<file path="config.mk">
export PLATFORM = sky130hd
export DESIGN_NAME = wdog_two_stage
export DESIGN_NICKNAME = d
export VERILOG_FILES = /design/src/rtl/wdog_pkg.sv /design/src/rtl/wdog_regs.sv /design/src/rtl/wdog_core.sv /design/src/rtl/wdog_two_stage.sv
export SDC_FILE = /design/constraint.sdc
export NUM_CORES = 1
export LEC_CHECK = 0
export BUFFER_PORTS_ARGS = -buffer_cell sky130_fd_sc_hd__buf_2
export CAP_MARGIN = 20
export CORE_MARGIN = 1.5
export CORE_UTILIZATION = 56
export DETAILED_ROUTE_END_ITERATION = 8
export PLACE_DENSITY = 0.84
export SYNTH_ARGS = -nofsm -noshare
export SYNTH_HDL_FRONTEND = slang
export SYNTH_SLANG_ARGS = --single-unit
export TNS_END_PERCENT = 5
</file>
<file path="constraint.sdc">
create_clock -name clk -period 4.1 [get_ports clk]
set_input_delay 0.82 -clock clk [delete_from_list [all_inputs] [get_ports clk]]
set_output_delay 0.82 -clock clk [all_outputs]
set_load 0.02 [all_outputs]
</file>
<file path="src/rtl/wdog_pkg.sv">
// Package wdog_pkg
// Shared constants and types for the two-stage watchdog.
// Assumes byte addressing with 32-bit registers.
package wdog_pkg;

    localparam int unsigned OFF_LOAD  = 'h000;
    localparam int unsigned OFF_COUNT = 'h004;
    localparam int unsigned OFF_CTRL  = 'h008;
    localparam int unsigned OFF_CLEAR = 'h00C;
    localparam int unsigned OFF_RAW   = 'h010;
    localparam int unsigned OFF_MASK  = 'h014;
    localparam int unsigned OFF_LOCK  = 'hC00;

    localparam logic [31:0] UNLOCK_KEY = 32'h1ACCE551;

    // Control register fields
    typedef struct packed {
        logic rst_en;  // bit 1: arm the reset output
        logic run_en;  // bit 0: run the counter and unmask the interrupt
    } ctrl_t;

endpackage

</file>
<file path="src/rtl/wdog_regs.sv">
// Module wdog_regs
// Register file, write lock and read multiplexer for the watchdog.
// All writes except those to the lock register are dropped while locked.
// Assumes single-cycle write strobes; read data is combinational.
module wdog_regs
    import wdog_pkg::*;
#(
    parameter int ADDR_W = 12,
    parameter int DATA_W = 32
) (
    input  logic              clk,
    input  logic              rst_n,
    input  logic [ADDR_W-1:0] addr_i,
    input  logic              we_i,
    input  logic [DATA_W-1:0] wdata_i,
    input  logic [DATA_W-1:0] count_i,
    input  logic              raw_i,
    output logic [DATA_W-1:0] load_o,
    output ctrl_t             ctrl_o,
    output logic              locked_o,
    output logic              load_wr_o,
    output logic              clear_wr_o,
    output logic [DATA_W-1:0] rdata_o
);

    localparam logic [DATA_W-1:0] LOAD_RESET = '1;

    logic sel_load, sel_count, sel_ctrl, sel_clear, sel_raw, sel_mask, sel_lock;
    logic open_wr;

    // Decode the byte address into register selects
    always_comb begin
        sel_load  = (addr_i == ADDR_W'(OFF_LOAD));
        sel_count = (addr_i == ADDR_W'(OFF_COUNT));
        sel_ctrl  = (addr_i == ADDR_W'(OFF_CTRL));
        sel_clear = (addr_i == ADDR_W'(OFF_CLEAR));
        sel_raw   = (addr_i == ADDR_W'(OFF_RAW));
        sel_mask  = (addr_i == ADDR_W'(OFF_MASK));
        sel_lock  = (addr_i == ADDR_W'(OFF_LOCK));
    end

    // A write reaches a guarded register only while the block is unlocked
    assign open_wr    = we_i && !locked_o;
    assign load_wr_o  = open_wr && sel_load;
    assign clear_wr_o = open_wr && sel_clear;

    // Lock flag: the key opens the block, any other value closes it
    always_ff @(posedge clk) begin
        if (!rst_n)
            locked_o <= 1'b0;
        else if (we_i && sel_lock)
            locked_o <= (wdata_i[31:0] != UNLOCK_KEY);
    end

    // Load register
    always_ff @(posedge clk) begin
        if (!rst_n)
            load_o <= LOAD_RESET;
        else if (load_wr_o)
            load_o <= wdata_i;
    end

    // Control register
    always_ff @(posedge clk) begin
        if (!rst_n)
            ctrl_o <= '0;
        else if (open_wr && sel_ctrl)
            ctrl_o <= ctrl_t'(wdata_i[1:0]);
    end

    // Read multiplexer; unmapped and write-only addresses read 0
    always_comb begin
        rdata_o = '0;
        unique case (1'b1)
            sel_load:  rdata_o = load_o;
            sel_count: rdata_o = count_i;
            sel_ctrl:  rdata_o = DATA_W'(ctrl_o);
            sel_raw:   rdata_o = DATA_W'(raw_i);
            sel_mask:  rdata_o = DATA_W'(raw_i && ctrl_o.run_en);
            sel_lock:  rdata_o = DATA_W'(locked_o);
            default:   rdata_o = '0;
        endcase
    end

endmodule

</file>
<file path="src/rtl/wdog_core.sv">
// Module wdog_core
// Down-counter with two-stage expiry. The first expiry sets the raw
// interrupt; an expiry with the interrupt still set raises a sticky reset
// request, if that path is armed. Bus-driven reloads take priority over
// counting in the same cycle.
module wdog_core
    import wdog_pkg::*;
#(
    parameter int DATA_W = 32
) (
    input  logic              clk,
    input  logic              rst_n,
    input  ctrl_t             ctrl_i,
    input  logic [DATA_W-1:0] load_i,
    input  logic              load_wr_i,
    input  logic [DATA_W-1:0] load_new_i,
    input  logic              clear_wr_i,
    output logic [DATA_W-1:0] count_o,
    output logic              raw_o,
    output logic              sys_rst_o
);

    localparam logic [DATA_W-1:0] COUNT_RESET = '1;

    logic at_zero, expire;

    // Expiry only when running, at zero and not overridden by a bus reload
    always_comb begin
        at_zero = (count_o == '0);
        expire  = ctrl_i.run_en && at_zero && !load_wr_i && !clear_wr_i;
    end

    // Counter: load write, then clear reload, then count or expiry reload
    always_ff @(posedge clk) begin
        if (!rst_n)
            count_o <= COUNT_RESET;
        else if (load_wr_i)
            count_o <= load_new_i;
        else if (clear_wr_i)
            count_o <= load_i;
        else if (expire)
            count_o <= load_i;
        else if (ctrl_i.run_en)
            count_o <= count_o - 1'b1;
    end

    // Raw interrupt: cleared by the clear register, set by any expiry
    always_ff @(posedge clk) begin
        if (!rst_n)
            raw_o <= 1'b0;
        else if (clear_wr_i)
            raw_o <= 1'b0;
        else if (expire)
            raw_o <= 1'b1;
    end

    // Reset request: second-stage expiry with the reset path armed; sticky
    always_ff @(posedge clk) begin
        if (!rst_n)
            sys_rst_o <= 1'b0;
        else if (expire && raw_o && ctrl_i.rst_en)
            sys_rst_o <= 1'b1;
    end

endmodule

</file>
<file path="src/rtl/wdog_two_stage.sv">
// Module wdog_two_stage
// Top level of the lockable two-stage watchdog: register file plus
// counter core. The interrupt output is the masked status.
// Assumes a synchronous active-low reset and a single clock domain.
module wdog_two_stage
    import wdog_pkg::*;
#(
    parameter int ADDR_W = 12,
    parameter int DATA_W = 32
) (
    input  logic              clk,
    input  logic              rst_n,
    input  logic [ADDR_W-1:0] bus_addr,
    input  logic              bus_we,
    input  logic [DATA_W-1:0] bus_wdata,
    output logic [DATA_W-1:0] bus_rdata,
    output logic              irq_o,
    output logic              sys_rst_o
);

    logic [DATA_W-1:0] load_q;
    logic [DATA_W-1:0] count_q;
    ctrl_t             ctrl_q;
    logic              locked_q;
    logic              load_wr;
    logic              clear_wr;
    logic              raw_q;

    // Register file and lock
    wdog_regs #(.ADDR_W(ADDR_W), .DATA_W(DATA_W)) u_regs (
        .clk        (clk),
        .rst_n      (rst_n),
        .addr_i     (bus_addr),
        .we_i       (bus_we),
        .wdata_i    (bus_wdata),
        .count_i    (count_q),
        .raw_i      (raw_q),
        .load_o     (load_q),
        .ctrl_o     (ctrl_q),
        .locked_o   (locked_q),
        .load_wr_o  (load_wr),
        .clear_wr_o (clear_wr),
        .rdata_o    (bus_rdata)
    );

    // Counter and two-stage expiry
    wdog_core #(.DATA_W(DATA_W)) u_core (
        .clk        (clk),
        .rst_n      (rst_n),
        .ctrl_i     (ctrl_q),
        .load_i     (load_q),
        .load_wr_i  (load_wr),
        .load_new_i (bus_wdata),
        .clear_wr_i (clear_wr),
        .count_o    (count_q),
        .raw_o      (raw_q),
        .sys_rst_o  (sys_rst_o)
    );

    // Interrupt output follows the masked status
    assign irq_o = raw_q && ctrl_q.run_en;

endmodule

</file>
# After elaboration in Yosys (flattened, before gate mapping)
# Index checks and enable logic that the tools add are counted.
[op_classes] add_sub_neg=1 eq_ne=7 mux=5 bitwise_logic=1 reduce_logical=18
[ops] op="$pmux 32 s6" n=1
[ops] op="$mux 32" n=4
[ops] op="$logic_not 32->1" n=1
[ops] op="$ne 32x29->1 const B" n=1
[ops] op="$sub 32x1->32 const B" n=1
[ops] op="$eq 12x4->1 const B" n=2
[ops] op="$eq 12x5->1 const B" n=2
[ops] op="$eq 12x12->1 const B" n=1
[ops] op="$eq 12x3->1 const B" n=1
[ops] op="$logic_not 12->1" n=1
[ops] op="$logic_and 1x1->1" n=11
[ops] op="$reduce_bool 4->1" n=1
[ops] op="$logic_not 1->1" n=3
[ops] op="$reduce_or 2->1" n=1
[ops] op="$not 1->1" n=1
[word_totals] reg_bits=69 inputBits=47 output_inout_bits=34 wordCells=39

# Depth between registers and ports, before layout
[depth] ltp_word=9 mapped_depth=10

# Cells and area by module
# A second synthesis with hierarchy kept.
[unflattened] cells_unflattened=564 area_unflattened_um2=4326.6
[modules_own_cells] module="wdog_core" n_inst=1 cells_each=333 area_per_inst_um2=2457.4 seq_area_each_um2=680.7
[modules_own_cells] module="wdog_regs" n_inst=1 cells_each=230 area_per_inst_um2=1863.0 seq_area_each_um2=700.7
[modules_own_cells] module="wdog_two_stage" n_inst=1 cells_each=1 area_per_inst_um2=6.3 seq_area_each_um2=0.0

# Least setup slack after synthesis
# OpenSTA, ideal clock, no wires.
[synth_path] path_kind="input -> output" start="input bus_addr[9]" end="output bus_rdata[10]" t_arrival_ns=2.877 path_slack_ns=0.403 path_stages=6 path_buffers=2 path_cell_list="or4_1 > clkbuf_1 > or3_1 > nor3b_1 > clkbuf_1 > a22o_1"
[synth_via] elab_chain_cells=2 elab_cells_between_ends=7 cone_classes="eq/ne: 5; mux: 1; reduce/logical: 1"
[synth_rtl] item="start: declaration" line_no="wdog_two_stage.sv:13" source="input logic [ADDR_W-1:0] bus_addr,"
[synth_rtl] item="$eq 12x12->1, or another cell as far along" line_no="wdog_regs.sv:39" source="sel_lock = (addr_i == ADDR_W'(OFF_LOCK));"
[synth_rtl] item="$pmux 32 s6 *" line_no="wdog_regs.sv:74" source="unique case (1'b1)"
[synth_rtl] item="end: declaration" line_no="wdog_two_stage.sv:16" source="output logic [DATA_W-1:0] bus_rdata,"
# Mark *: on every way between the ends. The rest lies on a longest branch, timed or not.

# Final worst setup path
[layout_path] start="input bus_addr[1]" end="output bus_rdata[27]"
# The elaborated chain is that of the path after synthesis.

==> flow_summary.ini <==
[status]
run_status = complete, no violations

[logic_synthesis]
synth.yosys.seq_area_share_pct = 32.9
synth-warning-count = 0
post_synth_edffs = 0
synthMostInstantiatedCell = nand2_1
synth.avg_cell_area_um2 = 7.59
synth.ff_latch_count = 69
yosys_top_cell_area_share_pct = 32.9
mappedNetlistNets = 602
post_synth_inst_count = 554
yosysUniqueCellTypes = 61
post-synth-top-area-cell = dfxtp_1
synth.cells.most_frequent = nand2_1 (115), dfxtp_1 (69), nor2_1 (46)
synth_area_leaders = dfxtp_1 (33%), nand2_1 (10%), a22o_1 (7.5%)
synthArstFlopShare_pct = 0
synth_ff_type = dfxtp_1
synth.cell_area_um2 = 4200

[pwr]
power.sequential.fraction_pct = 49.1
ir_worst_vdd_uv = 180
total_net_switching_power_uw = 330
power.switching_fraction_pct = 24.2
cellLeakagePower_uw = 0.00213
intPower_uw = 1040
powerDensity_nw_per_um2 = 277
combinational_cell_fraction_of_total_power_pct = 5.0
power.share.clock_pct = 45.9

[final_layout]
syn2layout_area_growth_pct = 17.2
post_route_cells_drive_above_1_share_pct = 21.2
postLayoutCoreUtil_pct = 67.9
antennaDiodeCount = 0
finalNetCount = 675

[clock_network]
clk_transition_reported_paths_ps = 80
cts_hold_buffers = 0
post_cts_resized = 0
htree_num_levels = 3
clock_tree_from_tritoncts = built
cts_sinks = 69
clk_path_buf_depth = 2
cts-buffers-inserted = 9
cts.repair_timing.setup_buffer_count = 0
cts-root-buf = clkbuf_8
clock_latency_ps = 360

[timing]
finalHoldViolCount = 0
postLayoutSetupSlackWorst_ps = 389
final.hold.worst_slack_ps = 481
layout_min_cycle_time_ps = 3710
setup_viol = 0
fin_crit_sh_pct = 90.5
grt_setup_unrepaired = no
slew_headroom_pct = 27.7
clock-skew-final_ps = 11.5
number_of_pins_with_negative_max_slew_slack_in_the_final_report = 0
worst-slew-pin-transition_ps = 1080
fin_setup_tns_ps = 0
clock.fmax_mhz = 269

[setup_path]
path_max_fanout = 17
worstSetupPathType = input pin to output port
cp.required_ps = 3280
worstPathArrival_ps = 2890
timing.critical_path.from_type = input pin
critical_path.endpoint_type = output port

[placed_design]
finalWeightedCongestion = 0.923
placement.io_buffers = 80
dpl_worst_slack_ps = 439
detailedPlacementHpwl_mm = 9.37

[routing]
drt-vias-per-instance = 6.54
wirelength_mm = 13.4
via_count = 4784
dr.first_iter.drc_count = 612
drt_pre_antenna_iters = 6
route.detailed.wl_per_inst_um = 18.3
drc_errors = 0
detail-route-antenna-nets = 0

[worst_hold_path]
hp-class = register to register

[global_routing]
groute.usage.overall_pct = 34.0
vias_in_the_first_global_route = 4249
antenna_found_initial = 0
maximum_number_of_pins_on_one_net_before_global_route_repair = 28
grt_remaining_overflow = 0
grt_first_pass_wirelength_mm = 20.9

[floorplanning]
num_io_pins = 81
start_util_pct = 58.0
core_um2 = 7250
num_rows = 31
fp.dieH_um = 89.6
chipWidth_um = 89.6
die_area_um2 = 8040

[run]
cap_viol_max_count = 0
==> cell families (layout without fill, tap and decap cells) <==
| family | Yosys count | count (layout) | synth area share [%] |
|---|---|---|---|
| DFF | 69 | 69 | 32.9 |
| buffers and inverters | 42 | 120 | 4.37 |
| AOI/OAI and AO/OA | 130 | 130 | 23.4 |
| and+or+nand+nor | 289 | 289 | 34.2 |
| xor gates and xnor gates | 20 | 20 | 4.17 |
| muxes | 3 | 3 | 0.714 |
| adders and majority gates | 1 | 1 | 0.298 |
==> area by class of cell <==
cell class	instances	area, um2
clock buffer	9	124
sequential	69	1380
timing repair buffer	97	528
multi-input combinational	443	2650
fill	641	2330
inverter	7	26.3
tap	99	124
clock inverter	7	90.1
==> critical path: stages <==
cell and delay, ps:
buf_2 100, or4_1 640, or3_1 450, nor3b_2 240, buf_4 270, a22o_1 190, buf_2 170
==> power by group through the flow <==
stage                     Clock (uW)  Sequential [uW]  Combinational (uW)
after floorplan                    0              685                27.9
after global placement             0              685                65.8
after detailed placement           0              685                66.6
after CTS                        624              670                66.9
after global routing             650              670                73.2
final                            627              670                68.3
==> stage by stage <==
step / cells / power [uW] / instance area, um2
after CTS: 731 / 1360 / 4930
after global placement: 715 / 751 / 4710
final: 731 / 1360 / 4930
after floorplan: 554 / 713 / 4200
after global routing: 731 / 1390 / 4930
after detailed placement: 715 / 752 / 4710
==> per-layer routing <==
metal / part of all wire, % / up-vias / GRT usage [%] / wire, um
met5: 0 / - / 0 / 0
met4: 3.3 / 0 / 13.4 / 438
met3: 11 / 45 / 6.12 / 1440
met2: 46 / 323 / 53.1 / 6140
met1: 40 / 2234 / 46.6 / 5390
li1: - / 2182 / - / -
==> registers in the layout, summed over array words and instances, names as in the netlist <==
| name | flops |
|---|---|
| u_regs.locked_o | 1 |
| u_core.raw_o | 1 |
| u_regs.ctrl_o | 2 |
| u_core.count_o | 32 |
| u_regs.load_o | 32 |
| u_core.sys_rst_o | 1 |
==> worst paths after layout <==
path / slack (ps) / cells past startpoint / start / to
setup / recovery: 390 / 7 / bus_addr[1] / bus_rdata[27]
setup reg to reg: 880 / 6 / u_core.count_o[2]$_SDFFE_PN1P_ / u_core.count_o[23]$_SDFFE_PN1P_
hold reg to reg: 480 / 2 / u_regs.ctrl_o[1]$_SDFFE_PN0P_ / u_regs.ctrl_o[1]$_SDFFE_PN0P_
hold / removal: 480 / 2 / u_regs.ctrl_o[1]$_SDFFE_PN0P_ / u_regs.ctrl_o[1]$_SDFFE_PN0P_
==> cells in the final DEF (no fill, tap or decap), types with 4 or more instances in the layout <==
master	count
clkbuf_8	9
xor2_1	12
nor2_1	45
inv_1	7
dfxtp_1	69
or2_2	4
nor3_1	15
nand4_1	8
a31oi_1	14
a22oi_1	5
buf_2	80
nand3_1	38
o21ai_0	9
nand2_1	115
or3_1	5
nor2b_1	5
nor4_1	12
or4_1	7
xnor2_1	8
buf_4	17
a41oi_2	5
nand3b_1	5
a21oi_1	31
a22o_1	36
(Power assumes the default switching activity.)
